`src/rtl/scl_pacer_pkg.sv`:
```
package scl_pacer_pkg;

  // Commanded level of the open-drain clock wire.
  typedef enum logic {
    WIRE_RELEASED = 1'b0,
    WIRE_PULLED   = 1'b1
  } wire_cmd_e;

  // Width needed to count from 0 up to and including lim.
  function automatic int unsigned cnt_width(input int unsigned lim);
    return (lim < 2) ? 1 : $clog2(lim + 1);
  endfunction

endpackage

```
`src/rtl/scl_pacer_timer.sv`:
```
module scl_pacer_timer #(
  parameter int unsigned MIN_CYCLES = 4
) (
  input  logic clk,
  input  logic rst_n,
  input  logic edge_seen_i,
  input  logic own_change_i,
  output logic settled_o
);
  import scl_pacer_pkg::*;

  localparam int unsigned CW = cnt_width(MIN_CYCLES);
  localparam logic [CW-1:0] LIMIT = CW'(MIN_CYCLES);

  logic [CW-1:0] cnt_q, cnt_d;
  logic          cnt_en;

  // Restart on any observed edge or own command change; saturate at LIMIT.
  always_comb begin
    cnt_en = 1'b0;
    cnt_d  = cnt_q;
    if (edge_seen_i || own_change_i) begin
      cnt_en = 1'b1;
      cnt_d  = '0;
    end else if (cnt_q != LIMIT) begin
      cnt_en = 1'b1;
      cnt_d  = cnt_q + 1'b1;
    end
  end

  always_ff @(posedge clk or negedge rst_n) begin
    if (!rst_n)      cnt_q <= '0;
    else if (cnt_en) cnt_q <= cnt_d;
  end

  // An edge seen this cycle starts a fresh phase, so the old count is void.
  assign settled_o = (cnt_q == LIMIT) && !edge_seen_i;

endmodule

```
`src/rtl/scl_pacer_drive.sv`:
```
module scl_pacer_drive (
  input  logic clk,
  input  logic rst_n,
  input  logic run_i,
  input  logic rise_req_i,
  input  logic fall_req_i,
  input  logic settled_i,
  input  logic line_lvl_i,
  output logic pull_low_o,
  output logic change_o
);
  import scl_pacer_pkg::*;

  wire_cmd_e cmd_q, cmd_d;
  logic      pend_rise_q, pend_rise_d;
  logic      pend_fall_q, pend_fall_d;
  logic      want_rise, want_fall, do_rise, do_fall;

  always_comb begin
    want_rise = run_i | rise_req_i | pend_rise_q;
    want_fall = run_i | fall_req_i | pend_fall_q;
    do_rise   = (cmd_q == WIRE_PULLED)   && want_rise && settled_i;
    // Never pull while someone else already holds the wire low.
    do_fall   = (cmd_q == WIRE_RELEASED) && want_fall && settled_i && line_lvl_i;

    cmd_d = cmd_q;
    if (do_rise) cmd_d = WIRE_RELEASED;
    if (do_fall) cmd_d = WIRE_PULLED;

    // A request only survives while it asks for the other level.
    pend_rise_d = (cmd_q == WIRE_PULLED)   && !do_rise && (pend_rise_q || rise_req_i);
    pend_fall_d = (cmd_q == WIRE_RELEASED) && !do_fall && (pend_fall_q || fall_req_i);
  end

  always_ff @(posedge clk or negedge rst_n) begin
    if (!rst_n) begin
      cmd_q       <= WIRE_RELEASED;
      pend_rise_q <= 1'b0;
      pend_fall_q <= 1'b0;
    end else begin
      cmd_q       <= cmd_d;
      pend_rise_q <= pend_rise_d;
      pend_fall_q <= pend_fall_d;
    end
  end

  assign pull_low_o = (cmd_q == WIRE_PULLED);
  assign change_o   = do_rise | do_fall;

endmodule

```
`src/rtl/scl_pacer_stuck.sv`:
```
module scl_pacer_stuck #(
  parameter int unsigned MIN_CYCLES = 4
) (
  input  logic clk,
  input  logic rst_n,
  input  logic pull_low_i,
  input  logic line_lvl_i,
  input  logic line_rise_i,
  output logic stuck_o
);
  import scl_pacer_pkg::*;

  localparam int unsigned CW = cnt_width(MIN_CYCLES);
  localparam logic [CW-1:0] LIMIT = CW'(MIN_CYCLES);

  logic [CW-1:0] low_cnt_q, low_cnt_d;
  logic          low_cnt_en;
  logic          flag_q, flag_d;

  always_comb begin
    low_cnt_en = 1'b0;
    low_cnt_d  = low_cnt_q;
    if (pull_low_i || line_rise_i || line_lvl_i) begin
      low_cnt_en = (low_cnt_q != '0);
      low_cnt_d  = '0;
    end else if (low_cnt_q != LIMIT) begin
      low_cnt_en = 1'b1;
      low_cnt_d  = low_cnt_q + 1'b1;
    end

    flag_d = flag_q;
    if (line_rise_i)                            flag_d = 1'b0;
    else if (!pull_low_i && low_cnt_q == LIMIT) flag_d = 1'b1;
  end

  always_ff @(posedge clk or negedge rst_n) begin
    if (!rst_n) begin
      low_cnt_q <= '0;
      flag_q    <= 1'b0;
    end else begin
      if (low_cnt_en) low_cnt_q <= low_cnt_d;
      flag_q <= flag_d;
    end
  end

  assign stuck_o = flag_q;

endmodule

```
`src/rtl/scl_pacer.sv`:
```
module scl_pacer #(
  parameter int unsigned MIN_STABLE_CYCLES = 250
) (
  input  logic clk,
  input  logic rst_n,
  input  logic line_lvl_i,
  input  logic line_rise_i,
  input  logic line_fall_i,
  input  logic run_i,
  input  logic rise_req_i,
  input  logic fall_req_i,
  output logic pull_low_o,
  output logic stuck_o
);

  logic edge_seen;
  logic own_change;
  logic settled;

  assign edge_seen = line_rise_i | line_fall_i;

  scl_pacer_timer #(
    .MIN_CYCLES (MIN_STABLE_CYCLES)
  ) u_timer (
    .clk          (clk),
    .rst_n        (rst_n),
    .edge_seen_i  (edge_seen),
    .own_change_i (own_change),
    .settled_o    (settled)
  );

  scl_pacer_drive u_drive (
    .clk        (clk),
    .rst_n      (rst_n),
    .run_i      (run_i),
    .rise_req_i (rise_req_i),
    .fall_req_i (fall_req_i),
    .settled_i  (settled),
    .line_lvl_i (line_lvl_i),
    .pull_low_o (pull_low_o),
    .change_o   (own_change)
  );

  scl_pacer_stuck #(
    .MIN_CYCLES (MIN_STABLE_CYCLES)
  ) u_stuck (
    .clk         (clk),
    .rst_n       (rst_n),
    .pull_low_i  (pull_low_o),
    .line_lvl_i  (line_lvl_i),
    .line_rise_i (line_rise_i),
    .stuck_o     (stuck_o)
  );

endmodule

```
`config.mk`:
```
export PLATFORM = sky130hd
export DESIGN_NAME = scl_pacer
export DESIGN_NICKNAME = d
export VERILOG_FILES = /design/src/rtl/scl_pacer_pkg.sv /design/src/rtl/scl_pacer_timer.sv /design/src/rtl/scl_pacer_drive.sv /design/src/rtl/scl_pacer_stuck.sv /design/src/rtl/scl_pacer.sv
export SDC_FILE = /design/constraint.sdc
export NUM_CORES = 1
export LEC_CHECK = 0
export BUFFER_PORTS_ARGS = -buffer_cell sky130_fd_sc_hd__buf_4
export CORE_AREA = 4 4 61 63
export DETAILED_ROUTE_END_ITERATION = 10
export DIE_AREA = 0 0 65 67
export PLACE_DENSITY_LB_ADDON = 0.05
export SETUP_SLACK_MARGIN = 0.02
export SLEW_MARGIN = 20
export SYNTH_ARGS = -nofsm -noshare
export SYNTH_HDL_FRONTEND = slang
export SYNTH_SLANG_ARGS = --single-unit
```
`constraint.sdc`:
```
create_clock -name clk -period 3.3 [get_ports clk]
set_input_delay 0 -clock clk [delete_from_list [all_inputs] [get_ports clk]]
set_output_delay 0 -clock clk [all_outputs]
set_load 0.02 [all_outputs]
```
==> run_results.csv <==
group,metric,value,unit
status,outcome,"finished, final reports clean",
global_route,grt_pass1_vias,798,
synthesis,synth_area_leader_cell,"dfrtp_1",
placed_design,routabilityCongestion,0.7561,
setup_path,r2r_end,"u_drive.pend_fall_q$_DFF_PN0_",
routing,vias,838,
timing,setup-tns-final,0,ps
setup_path,critPathSlowestCell,"dlygate4sd3_1",
clock_tree,clk_pin_slew,120,ps
setup_path,r2r_slack,1260,ps
routing,via_per_inst,4.929,
routing,finalWirelength,2108,um
clock_tree,numCtsBuffers,3,
power,power.density,435.8,mW/mm^2
routing,wire_per_inst,12.40,um
clock_tree,cts_resized,0,
setup_path,endpoint_kind,"flip-flop",
timing,final_max_slew_viol_count,0,
setup_path,timing.rr.start,"u_timer.cnt_q[0]$_DFFE_PN0P_",
timing,period_share,0.6194,
run,cap_violations,0,
die,initial_core_util,0.3384,
timing,setup_viol,0,
die,die_area,0.004355,mm^2
global_route,grt_pass1_wl,3650,um
clock_tree,cts-root-buf,"clkbuf_4",
synthesis,syn_nets,118,
routing,first_pass_iters,4,
setup_path,r2r_cells,7,
clock_tree,htree_levels,1,
synthesis,synth.ff_latch_count,20,
die,core-area,0.003232,mm^2
timing,finalCriticalPeriod,2044,ps
routing,drt_iter0_markers,33,
timing,fin_skew,2.877,ps
setup_path,crit_arrival,2240,ps
finish,fin_area,0.001330,mm^2
min_path,hold_class,"in -> async",
synthesis,yosysWarningCount,0,
global_route,grt_max_degree,21,
synthesis,ys_types,38,
die,io_pins,10,
synthesis,synth_top_area_share,0.4577,
synthesis,ys_dominant_reg_cell,"dfrtp_1",
timing,rsz0062_at_grt,"no",
global_route,grt_overflow,0,
timing,finalHoldViolCount,0,
die,die_h,67,um
synthesis,synthCells,105,
power,power_frac_comb,0.171,
setup_path,crit_buf_inv,2,
placed_design,dp_hpwl,1517,um
finish,final_util,0.4115,
power,clkPwrFrac,0.350,
setup_path,cp_slowest_stage_delay,570,ps
global_route,groute.usage.overall,0.1108,
setup_path,critPathTopFamily,"buffers and inverters",
timing,fmax,489.2,MHz
die,dieWidth,65,um
synthesis,synth.area.top_cells,"dfrtp_1 46%, ha_1 5.7%, xor2_1 5.6%",
setup_path,crit_type,"reg -> reg",
power,leakage,0.0005713,uW
power,pwr-share-seq,0.479,
power,p_total,579.6,uW
die,rows,21,
clock_tree,clk_latency,300,ps
synthesis,synth_area,0.001094,mm^2
setup_path,critPathMaxFanout,5,
synthesis,synth_most_common_cell,"dfrtp_1",
finish,antenna_cells,0,
power,internal_power,425.1,uW
placed_design,io_buffers,9,
power,swShare,0.2664,
power,ir_worst_vdd,0.0002251,V
global_route,antenna_found_initial,0,
setup_path,cp_cell_sequence,"inv_1, ha_1, nand2_1, or3_4, nor3_4, a211oi_1, dlygate4sd3_1",
timing,tightest_slew,607.7,ps
synthesis,synth_commonest_cells,"20 x dfrtp_1, 16 x nor2_1, 7 x nand4_1, 7 x xor2_1, 6 x nand2_1",
timing,slew_headroom,0.5930,
finish,area_delta_synth_final,21.63,%
power,power.switching,154.4,uW
finish,drive_above_1_share,0.2097,
synthesis,async_reset_ff_frac,1.000,
routing,drcViolationCount,0,
clock_tree,cts.sinks,20,
synthesis,ys_seq_area_frac,0.4577,
setup_path,startpoint_type,"flip-flop",
routing,antenna_left,0,
synthesis,synth-edff-count,0,
clock_tree,cts_max_path_buffers,2,
clock_tree,cts_tree,"done",
synthesis,syn_avg_cell_area,10.41,um^2
finish,nNetsFinal,138,
placed_design,place_area,0.001207,mm^2
setup_path,required,3500,ps
[state kept, by name, summed over array words and instances (netlist names)]
signal and cells:
u_drive.pull_low_o 1, u_timer.cnt_q 8, u_stuck.low_cnt_q 8, u_stuck.stuck_o 1, u_drive.pend_fall_q 1, u_drive.pend_rise_q 1
[cell usage in the layout (no fill, tap or decap), types with 2 or more instances in the layout]
cell type / count
dfrtp_1: 20
nor2_1: 16
buf_4: 9
nand4_1: 7
xor2_1: 7
dlygate4sd3_1: 7
nand2_1: 6
ha_1: 5
inv_1: 4
nand3_1: 4
clkbuf_4: 3
nor3_4: 2
nor3_1: 2
o31ai_1: 2
and3_1: 2
xnor2_1: 2
o41ai_1: 2
[per-layer routing]
metal / global-route usage / part of all wire
met1: 0.1535 / 0.52
met2: 0.1635 / 0.43
met3: 0.02024 / 0.032
met4: 0.05541 / 0.011
met5: 0 / 0
[stage by stage]
step	worst slack [ps]	hold WS, ps	cells
CTS	1259	94.00	170
floorplan	1751	-295.6	105
global route	1130	107.3	170
detailed placement	1705	-100.5	159
global placement	1760	-102.9	159
finish	1256	97.70	170
[power by group through the flow]
stage / Combinational [uW] / Sequential [uW] / Clock, uW
after floorplan: 62.9 / 278 / 0
after global placement: 94.7 / 282 / 0
after detailed placement: 93.3 / 283 / 0
after CTS: 101 / 278 / 212
after global routing: 113 / 281 / 227
final: 99.2 / 278 / 203
[repair_timing]
item | in CTS | in global routing
hold buffers | 7 | 0
hold endpoints to repair | 24 | 0
setup buffers | 0 | 0
[area by class of cell]
class	instances	area [um^2]
Clock buffer	3	22.52
Fill cell	314	1902
Clock inverter	1	30.03
Timing Repair Buffer	16	137.6
Tap cell	46	57.56
Sequential cell	20	500.5
Multi-Input combinational cell	80	566.8
Inverter	4	15.01
[how the worst max path moves through the flow]
stage / from / to / slack [ps] / cells past startpoint
6_report: u_timer.cnt_q[0]$_DFFE_PN0P_ / u_drive.pend_fall_q$_DFF_PN0_ / 1260 / 7
3_3_place_gp: u_drive.pull_low_o$_DFFE_PN0P_ / u_stuck.low_cnt_q[0]$_DFFE_PN0P_ / 1760 / 4
5_1_grt: u_timer.cnt_q[0]$_DFFE_PN0P_ / u_drive.pend_fall_q$_DFF_PN0_ / 1130 / 7
4_1_cts: u_timer.cnt_q[0]$_DFFE_PN0P_ / u_drive.pend_fall_q$_DFF_PN0_ / 1260 / 7
2_1_floorplan: u_drive.pull_low_o$_DFFE_PN0P_ / u_stuck.low_cnt_q[2]$_DFFE_PN0P_ / 1750 / 5
3_5_place_dp: u_drive.pull_low_o$_DFFE_PN0P_ / u_stuck.low_cnt_q[0]$_DFFE_PN0P_ / 1700 / 4
[logic make-up after synthesis]
group	synth area share
buffers and inverters	0.02402
AND/OR/NAND/NOR	0.2506
multiplexers	0.009154
XOR/XNOR	0.07209
flip-flops	0.4577
adder cells (fa/ha/maj)	0.05721
AO/OA/AOI/OAI	0.1293
(Power assumes the default switching activity.)
